===== src/rtl/tod_pkg.sv =====
package tod_pkg;
  localparam int unsigned NS_W   = 30;
  localparam int unsigned ADDR_W = 3;
  localparam logic [NS_W-1:0] NS_PER_SEC = 30'd1000000000;

  typedef enum logic [ADDR_W-1:0] {
    A_PER_Q  = 3'd0,
    A_PER_N  = 3'd1,
    A_PER_D  = 3'd2,
    A_LD_NS  = 3'd3,
    A_LD_SHI = 3'd4,
    A_LD_SLO = 3'd5,
    A_OFFS   = 3'd6,
    A_CMD    = 3'd7
  } waddr_e;

  localparam int unsigned CMD_PER  = 0;
  localparam int unsigned CMD_LOAD = 1;
  localparam int unsigned CMD_OFFS = 2;
  localparam int unsigned OFFS_NEG_BIT = 31;

  typedef struct packed {
    logic per;
    logic load;
    logic offs;
  } strobe_t;
endpackage


===== src/rtl/tod_stage_regs.sv =====
module tod_stage_regs
  import tod_pkg::*;
#(
  parameter int unsigned QUO_W  = 8,
  parameter int unsigned FRAC_W = 32,
  parameter int unsigned SEC_W  = 48
) (
  input  logic              clk,
  input  logic              rst_n,
  input  logic              wr_en,
  input  logic [ADDR_W-1:0] wr_addr,
  input  logic [31:0]       wr_data,
  output logic [QUO_W-1:0]  stg_q,
  output logic [FRAC_W-1:0] stg_n,
  output logic [FRAC_W-1:0] stg_d,
  output logic [NS_W-1:0]   stg_ns,
  output logic [SEC_W-1:0]  stg_sec,
  output logic              stg_neg,
  output logic [NS_W-1:0]   stg_mag,
  output strobe_t           strb
);
  localparam int unsigned SEC_HI_W = SEC_W - 32;

  always_ff @(posedge clk or negedge rst_n) begin
    if (!rst_n) begin
      stg_q   <= '0;
      stg_n   <= '0;
      stg_d   <= FRAC_W'(1);
      stg_ns  <= '0;
      stg_sec <= '0;
      stg_neg <= 1'b0;
      stg_mag <= '0;
      strb    <= '0;
    end else begin
      strb <= '0;
      if (wr_en) begin
        case (wr_addr)
          A_PER_Q:  stg_q <= wr_data[QUO_W-1:0];
          A_PER_N:  stg_n <= wr_data[FRAC_W-1:0];
          A_PER_D:  stg_d <= wr_data[FRAC_W-1:0];
          A_LD_NS:  stg_ns <= wr_data[NS_W-1:0];
          A_LD_SHI: stg_sec[SEC_W-1:32] <= wr_data[SEC_HI_W-1:0];
          A_LD_SLO: stg_sec[31:0] <= wr_data;
          A_OFFS: begin
            stg_neg <= wr_data[OFFS_NEG_BIT];
            stg_mag <= wr_data[NS_W-1:0];
          end
          A_CMD: begin
            strb.per  <= wr_data[CMD_PER];
            strb.load <= wr_data[CMD_LOAD];
            strb.offs <= wr_data[CMD_OFFS];
          end
          default: ;
        endcase
      end
    end
  end
endmodule


===== src/rtl/tod_frac_acc.sv =====
module tod_frac_acc #(
  parameter int unsigned QUO_W  = 8,
  parameter int unsigned FRAC_W = 32
) (
  input  logic              clk,
  input  logic              rst_n,
  input  logic              commit,
  input  logic [QUO_W-1:0]  new_q,
  input  logic [FRAC_W-1:0] new_n,
  input  logic [FRAC_W-1:0] new_d,
  input  logic              advance,
  output logic [QUO_W:0]    inc
);
  logic [QUO_W-1:0]  quo_q;
  logic [FRAC_W-1:0] num_q, den_q, rem_q;
  logic [FRAC_W:0]   sum, sum_less;
  logic              carry, cfg_ok;

  assign cfg_ok   = (new_d != '0) && (new_n < new_d);
  assign sum      = {1'b0, rem_q} + {1'b0, num_q};
  assign carry    = sum >= {1'b0, den_q};
  assign sum_less = sum - {1'b0, den_q};
  assign inc      = {1'b0, quo_q} + (QUO_W+1)'(carry);

  always_ff @(posedge clk or negedge rst_n) begin
    if (!rst_n) begin
      quo_q <= '0;
      num_q <= '0;
      den_q <= FRAC_W'(1);
      rem_q <= '0;
    end else if (commit && cfg_ok) begin
      quo_q <= new_q;
      num_q <= new_n;
      den_q <= new_d;
      rem_q <= '0;
    end else if (advance) begin
      rem_q <= carry ? sum_less[FRAC_W-1:0] : sum[FRAC_W-1:0];
    end
  end

  // the running denominator is never zero
  a_r5_den_nonzero: assert property (@(posedge clk) disable iff (!rst_n)
    den_q != '0);
  // the remainder stays below the denominator
  a_r2_rem_below_den: assert property (@(posedge clk) disable iff (!rst_n)
    rem_q < den_q);
  // a rejected commit keeps the old period
  a_r5_bad_cfg_kept: assert property (@(posedge clk) disable iff (!rst_n)
    (commit && !cfg_ok) |=> ($stable(den_q) && $stable(num_q) && $stable(quo_q)));
endmodule


===== src/rtl/tod_time_core.sv =====
module tod_time_core
  import tod_pkg::*;
#(
  parameter int unsigned QUO_W = 8,
  parameter int unsigned SEC_W = 48
) (
  input  logic             clk,
  input  logic             rst_n,
  input  logic             load,
  input  logic [NS_W-1:0]  ld_ns,
  input  logic [SEC_W-1:0] ld_sec,
  input  logic             adj,
  input  logic             adj_neg,
  input  logic [NS_W-1:0]  adj_mag,
  input  logic [QUO_W:0]   inc,
  output logic [NS_W-1:0]  ns_q,
  output logic [SEC_W-1:0] sec_q
);
  localparam logic [NS_W:0] ONE_SEC = {1'b0, NS_PER_SEC};
  localparam logic [NS_W:0] TWO_SEC = {NS_PER_SEC, 1'b0};

  logic [NS_W:0]   tick_sum, tick_m1, pos_sum, pos_m1, pos_m2;
  logic [NS_W+1:0] dn0, dn1, dn2;
  logic [NS_W-1:0] nxt_ns;
  logic [2:0]      step;
  logic [SEC_W-1:0] nxt_sec;

  assign tick_sum = {1'b0, ns_q} + {{(NS_W-QUO_W){1'b0}}, inc};
  assign tick_m1  = tick_sum - ONE_SEC;
  assign pos_sum  = {1'b0, ns_q} + {1'b0, adj_mag};
  assign pos_m1   = pos_sum - ONE_SEC;
  assign pos_m2   = pos_sum - TWO_SEC;
  assign dn0      = {2'b00, ns_q} - {2'b00, adj_mag};
  assign dn1      = dn0 + {1'b0, ONE_SEC};
  assign dn2      = dn0 + {1'b0, TWO_SEC};

  always_comb begin
    nxt_ns = ns_q;
    step   = 3'd0;
    if (load) begin
      nxt_ns = ld_ns;
    end else if (adj) begin
      if (!adj_neg) begin
        if (pos_sum >= TWO_SEC)      begin nxt_ns = pos_m2[NS_W-1:0]; step = 3'd2; end
        else if (pos_sum >= ONE_SEC) begin nxt_ns = pos_m1[NS_W-1:0]; step = 3'd1; end
        else                               nxt_ns = pos_sum[NS_W-1:0];
      end else begin
        if (!dn0[NS_W+1])      nxt_ns = dn0[NS_W-1:0];
        else if (!dn1[NS_W+1]) begin nxt_ns = dn1[NS_W-1:0]; step = 3'b111; end
        else                   begin nxt_ns = dn2[NS_W-1:0]; step = 3'b110; end
      end
    end else if (tick_sum >= ONE_SEC) begin
      nxt_ns = tick_m1[NS_W-1:0];
      step   = 3'd1;
    end else begin
      nxt_ns = tick_sum[NS_W-1:0];
    end
    nxt_sec = load ? ld_sec : sec_q + {{(SEC_W-3){step[2]}}, step};
  end

  always_ff @(posedge clk or negedge rst_n) begin
    if (!rst_n) begin
      ns_q  <= '0;
      sec_q <= '0;
    end else begin
      ns_q  <= nxt_ns;
      sec_q <= nxt_sec;
    end
  end

  // nanoseconds always stay below one second
  a_r3_ns_bound: assert property (@(posedge clk) disable iff (!rst_n)
    ns_q < NS_PER_SEC);
  // a plain tick moves the seconds by at most one
  a_r3_sec_step: assert property (@(posedge clk) disable iff (!rst_n)
    (!load && !adj) |=> (sec_q == $past(sec_q) || sec_q == $past(sec_q) + SEC_W'(1)));
endmodule


===== src/rtl/tod_frac_clock.sv =====
module tod_frac_clock
  import tod_pkg::*;
#(
  parameter int unsigned QUO_W  = 8,
  parameter int unsigned FRAC_W = 32,
  parameter int unsigned SEC_W  = 48
) (
  input  logic              clk,
  input  logic              rst_n,
  input  logic              wr_en,
  input  logic [ADDR_W-1:0] wr_addr,
  input  logic [31:0]       wr_data,
  input  logic              rd_en,
  input  logic [ADDR_W-1:0] rd_addr,
  output logic [31:0]       rd_data,
  output logic [NS_W-1:0]   tod_ns,
  output logic [SEC_W-1:0]  tod_sec
);
  localparam int unsigned SEC_HI_W = SEC_W - 32;

  logic [QUO_W-1:0]  stg_q;
  logic [FRAC_W-1:0] stg_n, stg_d;
  logic [NS_W-1:0]   stg_ns, stg_mag;
  logic [SEC_W-1:0]  stg_sec, snap_sec;
  logic              stg_neg, load_go, adj_go;
  logic [QUO_W:0]    inc;
  strobe_t           strb;

  tod_stage_regs #(.QUO_W(QUO_W), .FRAC_W(FRAC_W), .SEC_W(SEC_W)) u_regs (
    .clk(clk), .rst_n(rst_n), .wr_en(wr_en), .wr_addr(wr_addr), .wr_data(wr_data),
    .stg_q(stg_q), .stg_n(stg_n), .stg_d(stg_d), .stg_ns(stg_ns), .stg_sec(stg_sec),
    .stg_neg(stg_neg), .stg_mag(stg_mag), .strb(strb));

  assign load_go = strb.load && (stg_ns < NS_PER_SEC);
  assign adj_go  = strb.offs && !load_go;

  tod_frac_acc #(.QUO_W(QUO_W), .FRAC_W(FRAC_W)) u_acc (
    .clk(clk), .rst_n(rst_n), .commit(strb.per), .new_q(stg_q), .new_n(stg_n),
    .new_d(stg_d), .advance(!(load_go || adj_go)), .inc(inc));

  tod_time_core #(.QUO_W(QUO_W), .SEC_W(SEC_W)) u_core (
    .clk(clk), .rst_n(rst_n), .load(load_go), .ld_ns(stg_ns), .ld_sec(stg_sec),
    .adj(adj_go), .adj_neg(stg_neg), .adj_mag(stg_mag), .inc(inc),
    .ns_q(tod_ns), .sec_q(tod_sec));

  always_ff @(posedge clk or negedge rst_n) begin
    if (!rst_n)                            snap_sec <= '0;
    else if (rd_en && rd_addr == ADDR_W'(0)) snap_sec <= tod_sec;
  end

  always_comb begin
    case (rd_addr)
      ADDR_W'(0): rd_data = {{(32-NS_W){1'b0}}, tod_ns};
      ADDR_W'(1): rd_data = {{(32-SEC_HI_W){1'b0}}, snap_sec[SEC_W-1:32]};
      ADDR_W'(2): rd_data = snap_sec[31:0];
      default:    rd_data = '0;
    endcase
  end

  // a valid load replaces the time on the following edge
  a_r6_load_takes: assert property (@(posedge clk) disable iff (!rst_n)
    load_go |=> (tod_ns == $past(stg_ns) && tod_sec == $past(stg_sec)));
  // the snapshot only moves on a nanoseconds read
  a_r11_snap_hold: assert property (@(posedge clk) disable iff (!rst_n)
    !(rd_en && rd_addr == ADDR_W'(0)) |=> $stable(snap_sec));
endmodule


===== config.mk =====
export PLATFORM = sky130hd
export DESIGN_NAME = tod_frac_clock
export DESIGN_NICKNAME = d
export VERILOG_FILES = /design/src/rtl/tod_pkg.sv /design/src/rtl/tod_stage_regs.sv /design/src/rtl/tod_frac_acc.sv /design/src/rtl/tod_time_core.sv /design/src/rtl/tod_frac_clock.sv
export SDC_FILE = /design/constraint.sdc
export NUM_CORES = 1
export LEC_CHECK = 0
export ABC_AREA = 1
export ABC_CLOCK_PERIOD_IN_PS = 11700
export BUFFER_PORTS_ARGS = -buffer_cell sky130_fd_sc_hd__buf_4
export CAP_MARGIN = 5
export CORE_ASPECT_RATIO = 0.9
export CORE_UTILIZATION = 45
export DETAILED_ROUTE_END_ITERATION = 8
export PLACE_DENSITY = 0.65
export SLEW_MARGIN = 10
export SYNTH_ARGS = -nofsm -noshare
export SYNTH_HDL_FRONTEND = slang
export SYNTH_SLANG_ARGS = --single-unit

===== constraint.sdc =====
create_clock -name clk -period 11.7 [get_ports clk]
set_input_delay 1.17 -clock clk [delete_from_list [all_inputs] [get_ports clk]]
set_output_delay 1.17 -clock clk [all_outputs]
set_load 0.05 [all_outputs]

### Word-level counts from Yosys, hierarchy flattened

Index checks and enable logic that the tools add are counted.

| operators by class | value |
|---|---|
| $lt $le $gt $ge | 6 |
| equal/unequal tests | 10 |
| reduce and logical (&&, ||, !) cells | 17 |
| $add $sub $neg | 12 |
| mux-type cells | 23 |

Operator list:

| operator | number |
|---|---|
| 30-bit 2-to-1 mux | 8 |
| 32-bit 2-to-1 mux | 3 |
| 32-bit case mux with 3 select lines | 1 |
| 30-bit subtractor (second input constant) | 3 |
| 31-bit by 30-bit >= comparator with 1-bit output (second input constant) | 2 |
| 48-bit adder | 1 |
| 48-bit 2-to-1 mux | 1 |
| 32-bit by 32-bit adder with 33-bit output | 1 |
| 33-bit by 32-bit >= comparator with 1-bit output | 1 |
| 32-bit by 30-bit adder with 32-bit output (second input constant) | 1 |
| 32-bit < comparator | 1 |
| 32-bit nonzero test | 1 |
| 32-bit subtractor | 1 |
| 30-bit by 30-bit adder with 31-bit output | 1 |
| 30-bit by 9-bit adder with 31-bit output | 1 |
| 31-bit >= comparator (second input constant) | 1 |
| 30-bit by 30-bit subtractor with 31-bit output | 1 |
| 30-bit adder (second input constant) | 1 |
| 30-bit < comparator (second input constant) | 1 |
| 3-bit 2-to-1 mux | 7 |
| 2-bit AND reduction | 7 |
| 3-bit == test (second input constant) | 4 |
| 8-bit by 1-bit adder with 9-bit output | 1 |
| 3-bit by 2-bit == test with 1-bit output (second input constant) | 3 |
| other kinds (7) | 15 |

| word-level totals | value |
|---|---|
| register bits | 414 |
| output and inout port bits | 110 |
| bits of input ports | 42 |
| word-level logic and storage cells | 86 |

### Longest topological paths before layout

Gate-level depths: netlist (run 1).

| logic depth | value |
|---|---|
| word-level depth | 10 |
| depth in mapped cells | 61 |
| mapped depth without buffers | 60 |

### Modules after synthesis

Synthesis (run 1) repeated with hierarchy kept, for this count alone.

| second synthesis, totals | value |
|---|---|
| cell total of the unflattened synthesis | 5,632 |
| area total of the unflattened synthesis | 35,504.1 µm² |

Modules (own cells, without submodules):

| module | sequential area each (µm²) | area an instance (µm²) | instances | cells an instance |
|---|---|---|---|---|
| tod_time_core | 1,951.9 | 15,558.7 | 1 | 2,796 |
| tod_frac_acc | 2,603.7 | 10,349.9 | 1 | 1,688 |
| tod_stage_regs | 4,605.7 | 7,074.3 | 1 | 804 |
| tod_frac_clock | 1,201.2 | 2,521.2 | 1 | 344 |

### Least setup slack after synthesis (run 1)

OpenSTA, ideal clock, no wires.

| timing | value |
|---|---|
| path kind | reg2reg |
| start | register u_acc.rem_q[2] |
| end | register u_core.sec_q[38] |
| library setup time | 124 ps |
| buffers on the path | 1 |
| required time | 11,576 ps |
| period minus slack after synthesis | 8,370 ps |
| setup slack | 3,330 ps |
| cell stages (with the launch flop) | 57 |
| arrival time | 8,246 ps |
| cells stage by stage | dfrtp_1 ha_1 nand3_1 nand2_1 nand2_1 a21oi_1 nand3_1 nand3_1 inv_1 o21ai_0 a21oi_1 o21ai_0 nand2_1 nand2_1 inv_1 ha_1 inv_1 nor4_1 [... 21 more ...] nand2_1 o21ai_0 ha_1 fa_1 nand3_1 nand2_1 a21oi_1 o21ai_0 a21oi_1 inv_1 a21oi_1 o21ai_0 nand2_1 o211ai_1 nand2_1 nand2_1 a21oi_1 a21oi_1 |

| between the ends | value |
|---|---|
| word-level cells in the longest chain between the ends | 10 |

RTL lines:

| item | line | text |
|---|---|---|
| from (decl) | tod_frac_acc.sv:15 | `logic [FRAC_W-1:0] num_q, den_q, rem_q;` |
| from (signal assigned) | tod_frac_acc.sv:37 | `rem_q <= carry ? sum_less[FRAC_W-1:0] : sum[FRAC_W-1:0];` |
| 32-bit by 32-bit adder with 33-bit output | tod_frac_acc.sv:20 | `assign sum = {1'b0, rem_q} + {1'b0, num_q};` |
| 33-bit by 32-bit >= comparator with 1-bit output | tod_frac_acc.sv:21 | `assign carry = sum >= {1'b0, den_q};` |
| 8-bit by 1-bit adder with 9-bit output | tod_frac_acc.sv:23 | `assign inc = {1'b0, quo_q} + (QUO_W+1)'(carry);` |
| 30-bit by 9-bit adder with 31-bit output | tod_time_core.sv:28 | `assign tick_sum = {1'b0, ns_q} + {{(NS_W-QUO_W){1'b0}}, inc};` |
| 31-bit by 30-bit >= comparator with 1-bit output | tod_time_core.sv:52 | `end else if (tick_sum >= ONE_SEC) begin` |
| 1-bit 2-to-1 mux | tod_time_core.sv:52 |  |
| 3-bit 2-to-1 mux | tod_time_core.sv:42 | `end else if (adj) begin` |
| 3-bit 2-to-1 mux | tod_time_core.sv:40 | `if (load) begin` |
| 48-bit adder | tod_time_core.sv:58 | `nxt_sec = load ? ld_sec : sec_q + {{(SEC_W-3){step[2]}}, step};` |
| 48-bit 2-to-1 mux | tod_time_core.sv:58 |  |
| net u_core.nxt_sec[38] | tod_time_core.sv:26 | `logic [SEC_W-1:0] nxt_sec;` |
| to (signal assigned) | tod_time_core.sv:67 | `sec_q <= nxt_sec;` |
| to (decl) | tod_time_core.sv:17 | `output logic [SEC_W-1:0] sec_q` |

The timed path passes the listed nets, and every way through them passes these cells.
A chain may end at the register's enable or synchronous reset.

### Final worst setup path (run 1)

| timing | value |
|---|---|
| start | register u_acc.rem_q[17] |
| end | register u_core.sec_q[38] |

Same word-level chain as after synthesis.

==> impl_metrics.env, run 1 <==
export IMPL_status="finished, final reports clean"
export IMPL_place_area_um2=34500
export IMPL_clkTransAtPathRegs_ns=0.06
export IMPL_drive_above_1_share_pct=9.24
export IMPL_ys_async_sr_fraction_pct=100
export IMPL_yosysWarnings=0
export IMPL_post_cts_buffers=0
export IMPL_ys_types=66
export IMPL_arrival_ns=11.11
export IMPL_rr_endpoint="u_core.sec_q[38]"
export IMPL_die_x_um=286
export IMPL_core_area_um2=71600
export IMPL_hpwl_mm=96.0
export IMPL_crit_fanout=35
export IMPL_worstHoldPathCells=2
export IMPL_die_area_um2=73500
export IMPL_crit_path_frequent_cell="nand2_1"
export IMPL_grt_max_degree=102
export IMPL_htree_levels=2
export IMPL_worst_r2r_cell_count=53
export IMPL_first_pass_iters=8
export IMPL_synth_edf_count=0
export IMPL_synth_area_per_cell_um2=6.84
export IMPL_clk_latency_ns=0.61
export IMPL_min_to="u_core.sec_q[41]"
export IMPL_cts_tree="built"
export IMPL_grt_ovfl_total=0
export IMPL_timing_final_ws_setup_ns=1.07
export IMPL_max_slew_margin_pct=23.2
export IMPL_cp_slowest_cell="nor4_1"
export IMPL_tns_ns=0
export IMPL_min_from="u_regs.stg_sec[41]"
export IMPL_reg2reg_from="u_acc.rem_q[17]"
export IMPL_hold_viol_final=0
export IMPL_max_cap_violations=0
export IMPL_post_drt_wl_per_cell_um=20.7
export IMPL_portBuffers=151
export IMPL_hold_path_class="register to register"
export IMPL_numClockSinks=414
export IMPL_syn2layout_area_growth_pct=11.0
export IMPL_pre_cts_ws_ns=1.29
export IMPL_ctsHoldBuffers=0
export IMPL_ctsResizeCount=0
export IMPL_nets=5124
export IMPL_setup_viol=0
export IMPL_final_cell_mix="1541 x nand2_1, 534 x inv_1, 412 x dfrtp_1, 409 x o21ai_0, 309 x nor2_1"
export IMPL_synth_area_um2=32600
export IMPL_clockBufferDepth=3
export IMPL_rows=93
export IMPL_fp_dieH_um=257
export IMPL_cts_root_buf="clkbuf_16"
export IMPL_worst_ep_required_time_ns=12.19
export IMPL_cts_buffers_inserted=48
export IMPL_layout_commonest_cell="nand2_1"
export IMPL_rsz0062_at_grt="no"
export IMPL_fmax_ghz=0.0941
export IMPL_post_route_period_util_pct=90.8
export IMPL_path_class="register to register"
export IMPL_worst_setup_path_end_kind="register"
export IMPL_antenna_found_initial=2
export IMPL_drtIter0Drc=2841
export IMPL_viasPerCell=5.56
export IMPL_drcViolationCount=0
export IMPL_skew_ns=0.0314
export IMPL_yosysSeqAreaShare_pct=31.8
export IMPL_worst_pin_slew_ns=1.15
export IMPL_synthFlopType="dfrtp_1"
export IMPL_crit_family="simple AND/OR/NAND/NOR gates"
export IMPL_syn_instance_count=4765
export IMPL_worst_path_buf_inv=6
export IMPL_via_count=32523
export IMPL_wl_mm=121
export IMPL_io_pins=152
export IMPL_maxSlewViolCount=0
export IMPL_slowest_delay_ns=0.50
export IMPL_track_usage_pct=32.7
export IMPL_synth_seq_cells=414
export IMPL_ant_nets=0
export IMPL_startpoint_type="register"
export IMPL_grt_pass1_vias=30648
export IMPL_gp_congestion=1.04
export IMPL_n_fill_cell=7472
export IMPL_final_area_um2=36200
export IMPL_start_util_pct=45.5
export IMPL_fin_crit_ns=10.63
export IMPL_synth_nets=5033
export IMPL_critPathLaunch="u_acc.rem_q[17]"
export IMPL_r2r_slack_ns=1.07
export IMPL_grt_pass1_wl_mm=184
flip-flops by register name (all words and copies together) (netlist names):
signal and count:
u_regs.stg_sec 48, u_core.ns_q 30, u_acc.rem_q 32, snap_sec 48
u_core.sec_q 48, u_regs.stg_q 8, u_regs.stg_neg 1, u_acc.quo_q 8
u_regs.stg_ns 30, u_acc.den_q 32, u_regs.stg_d 32, u_regs.stg_mag 30
u_regs.strb 3, u_regs.stg_n 32, u_acc.num_q 32
worst max-delay path by stage:
stage                            end  depth (start not counted)
finish              u_core.sec_q[38]                         53
global route        u_core.sec_q[38]                         53
CTS                 u_core.sec_q[38]                         53
detailed placement  u_core.sec_q[38]                         53
global placement    u_core.sec_q[38]                         53
floorplan           u_core.sec_q[38]                         56
layout make-up:
class | count | area [µm²] | area share, %
Inverter | 564 | 2120 | 5.85
Timing Repair Buffer | 176 | 1330 | 3.67
Tap cell | 950 | 1190 | 3.29
Clock buffer | 65 | 1360 | 3.74
Multi-Input combinational cell | 3652 | 19500 | 53.9
Sequential cell | 414 | 10400 | 28.6
Antenna cell | 6 | 15.0 | 0.0415
Clock inverter | 23 | 318 | 0.878
synthesized netlist by cell type, types with 7 or more instances:
library cell     n  area share [%]
o211ai_1        52             1.2
a21boi_0         7            0.16
a31oi_1         38            0.73
nand3_2         10            0.31
nor2_4          11            0.38
nand4_1         57             1.1
o31ai_1          9            0.21
a21oi_1        280             4.3
o221ai_1        11            0.30
nand2_1       1547              18
buf_4           18            0.41
nor2_1         312             3.6
dfrtp_1        412              32
inv_2           23            0.26
xor2_1          87             2.3
ha_1           219             8.4
or2_2           17            0.33
fa_1             7            0.43
o21ai_1         32            0.49
o21a_1          11            0.25
a21o_1          12            0.28
xnor2_1         48             1.3
o21ai_0        409             6.3
nand3b_1         9            0.21
o21ai_2          7            0.19
clkbuf_1        85            0.98
buf_6            9            0.31
nand2_2         23            0.44
nor3_1          38            0.58
buf_2           17            0.26
mux2_2          45             1.6
nor4_1          19            0.36
nand3_1        248             3.8
inv_1          535             6.2
nor2_2          20            0.38
a21boi_1         7            0.16
metrics by stage:
step	cells	utilization (%)	hold WS, ns
after floorplan	4765	-	0.442
after global placement	5756	48.2	0.448
after detailed placement	5756	48.2	0.459
after CTS	5844	50.5	0.471
after global routing	5844	50.5	0.494
final	5850	50.6	0.470
metal layers:
metal  part of all wire (%)  wire [µm]  track usage [%]  vias to the layer above
li1                       -          -                -                    15757
met4                    3.9       4690             11.6                        0
met3                    6.9       8310             4.32                      209
met5                      0          0                0                        -
met1                     46      55300             46.4                    15405
met2                     44      53000             50.7                     1152
worst register-to-register path: cells and delay by family, from the launching register on:
family / cells / cell delay (ns)
simple gates: 25 / 3.76
fa+ha+maj: 7 / 2.64
flops: 1 / 0.38
buf+inv: 6 / 0.51
compound gates: 15 / 3.27
kinds of logic after synthesis:
logic type / synth area share (%)
compound gates: 15.5
xor+xnor: 3.93
fa+ha+maj: 8.84
buf+inv: 8.53
flops: 31.8
mux: 1.55
simple gates: 29.9
Power of run 1 is left out: the tool's default activity adds up to more than one toggle a clock period on the data nets, which glitch-free logic cannot reach.
==> run 2, diff against run 1 <==
--- a/config.mk
+++ b/config.mk
@@ -9,10 +9,12 @@
 export ABC_CLOCK_PERIOD_IN_PS = 11700
 export BUFFER_PORTS_ARGS = -buffer_cell sky130_fd_sc_hd__buf_4
 export CAP_MARGIN = 5
+export CELL_PAD_IN_SITES_DETAIL_PLACEMENT = 1
+export CELL_PAD_IN_SITES_GLOBAL_PLACEMENT = 2
 export CORE_ASPECT_RATIO = 0.9
-export CORE_UTILIZATION = 45
+export CORE_UTILIZATION = 36
 export DETAILED_ROUTE_END_ITERATION = 8
-export PLACE_DENSITY = 0.65
+export PLACE_DENSITY = 0.86
 export SLEW_MARGIN = 10
 export SYNTH_ARGS = -nofsm -noshare
 export SYNTH_HDL_FRONTEND = slang
==> impl_metrics.env, run 2 (same netlist as run 1, synthesis figures left out) <==
export IMPL_io_pins=152
export IMPL_tns_ns=0
export IMPL_clkTransAtPathRegs_ns=0.06
export IMPL_n_fill_cell=11538
export IMPL_clockBufferDepth=3
export IMPL_fmax_ghz=0.0941
export IMPL_max_slew_margin_pct=22.7
export IMPL_pre_cts_ws_ns=0.850
export IMPL_post_drt_wl_per_cell_um=22.7
export IMPL_ant_nets=0
export IMPL_cts_buffers_inserted=50
export IMPL_hold_path_class="register to register"
export IMPL_worst_path_buf_inv=6
export IMPL_crit_family="compound AO/OA/AOI/OAI gates"
export IMPL_die_x_um=319
export IMPL_layout_commonest_cell="nand2_1"
export IMPL_hold_viol_final=0
export IMPL_hpwl_mm=110
export IMPL_top_regs="snap_sec x48, u_core.sec_q x48, u_regs.stg_sec x48"
export IMPL_start_util_pct=36.4
export IMPL_grt_pass1_vias=33091
export IMPL_grt_pass1_wl_mm=208
export IMPL_fin_crit_ns=10.62
export IMPL_clk_latency_ns=0.61
export IMPL_post_route_period_util_pct=90.8
export IMPL_skew_ns=0.0285
export IMPL_worst_ep_required_time_ns=12.18
export IMPL_gp_congestion=0.972
export IMPL_portBuffers=151
export IMPL_wl_mm=138
export IMPL_cp_slowest_cell="fa_1"
export IMPL_core_area_um2=89500
export IMPL_worst_pin_slew_ns=1.16
export IMPL_grt_ovfl_total=0
export IMPL_viasPerCell=5.45
export IMPL_startpoint_type="register"
export IMPL_drtIter0Drc=2420
export IMPL_crit_path_frequent_cell="nand2_1"
export IMPL_track_usage_pct=29.7
export IMPL_first_pass_iters=5
export IMPL_antenna_found_initial=6
export IMPL_nets=5119
export IMPL_worst_setup_path_end_kind="register"
export IMPL_drive_above_1_share_pct=9.30
export IMPL_status="finished, final reports clean"
export IMPL_path_class="register to register"
export IMPL_maxSlewViolCount=0
export IMPL_cts_root_buf="clkbuf_16"
export IMPL_drcViolationCount=0
export IMPL_syn2layout_area_growth_pct=12.0
export IMPL_grt_max_degree=155
export IMPL_timing_final_ws_setup_ns=1.08
export IMPL_ctsHoldBuffers=0
export IMPL_rsz0062_at_grt="no"
export IMPL_crit_fanout=35
export IMPL_rows=104
export IMPL_htree_levels=2
export IMPL_max_cap_violations=0
export IMPL_via_count=33047
export IMPL_numClockSinks=414
export IMPL_die_area_um2=91700
export IMPL_arrival_ns=11.10
export IMPL_cts_tree="built"
export IMPL_fp_dieH_um=287
export IMPL_slowest_delay_ns=0.50
export IMPL_final_cell_mix="1541 x nand2_1, 534 x inv_1, 412 x dfrtp_1, 408 x o21ai_0, 309 x nor2_1"
export IMPL_final_core_utilization_pct=40.8
export IMPL_setup_viol=0
## run 2: through the flow
step / area, µm² / instances / hold slack [ns]
floorplan: 32600 / 4765 / 0.442
global placement: 34700 / 5965 / 0.454
detailed placement: 34700 / 5965 / 0.456
CTS: 36500 / 6059 / 0.471
global route: 36500 / 6060 / 0.501
finish: 36500 / 6060 / 0.476
## run 2: layout make-up
type | instances | area [µm²] | share of cell area (%)
well taps | 1166 | 1460 | 4.00
clock inverters | 26 | 317 | 0.867
multi-input cells | 3652 | 19500 | 53.4
clock buffers | 68 | 1460 | 4.00
repair buffers | 169 | 1290 | 3.53
diodes | 1 | 2.50 | 0.00685
inverters | 564 | 2120 | 5.80
flip-flops and latches | 414 | 10400 | 28.4
## run 2: worst register-to-register path, delay by kind of cell, from the launching register on
family | cells | cell delay, ns
AND/OR/NAND/NOR | 26 | 3.39
buffers and inverters | 6 | 0.54
adder cells (fa/ha/maj) | 7 | 2.69
flip-flops | 1 | 0.39
AO/OA/AOI/OAI | 16 | 3.49
## run 2: what timing repair did
| action | in CTS | in global routing |
|---|---|---|
| endpoints found under the setup margin | 0 | 5 |
| resized for setup | 0 | 2 |
| buffers inserted | 0 | 0 |
## run 2: worst paths after layout
path                                     from                end  slack (ns)  cells after the start
max                            u_acc.num_q[2]   u_core.sec_q[38]        1.08                     55
min                        u_regs.stg_sec[23]   u_core.sec_q[23]        0.48                      2
max reg2reg                    u_acc.num_q[2]   u_core.sec_q[38]        1.08                     55
min reg2reg                u_regs.stg_sec[23]   u_core.sec_q[23]        0.48                      2
max in group asynchronous               rst_n     u_core.ns_q[1]        8.60                      3
min in group asynchronous               rst_n  u_regs.stg_sec[9]        0.70                      1
## run 2: routing by layer
layer | up-vias | routed length [µm] | GRT usage (%)
met1 | 16267 | 65300 | 42.8
met4 | 2 | 4620 | 9.58
li1 | 15738 | - | -
met3 | 184 | 7970 | 3.93
met5 | - | 13 | 0
met2 | 856 | 59700 | 45.7
Power of run 2 is left out for the same reason.
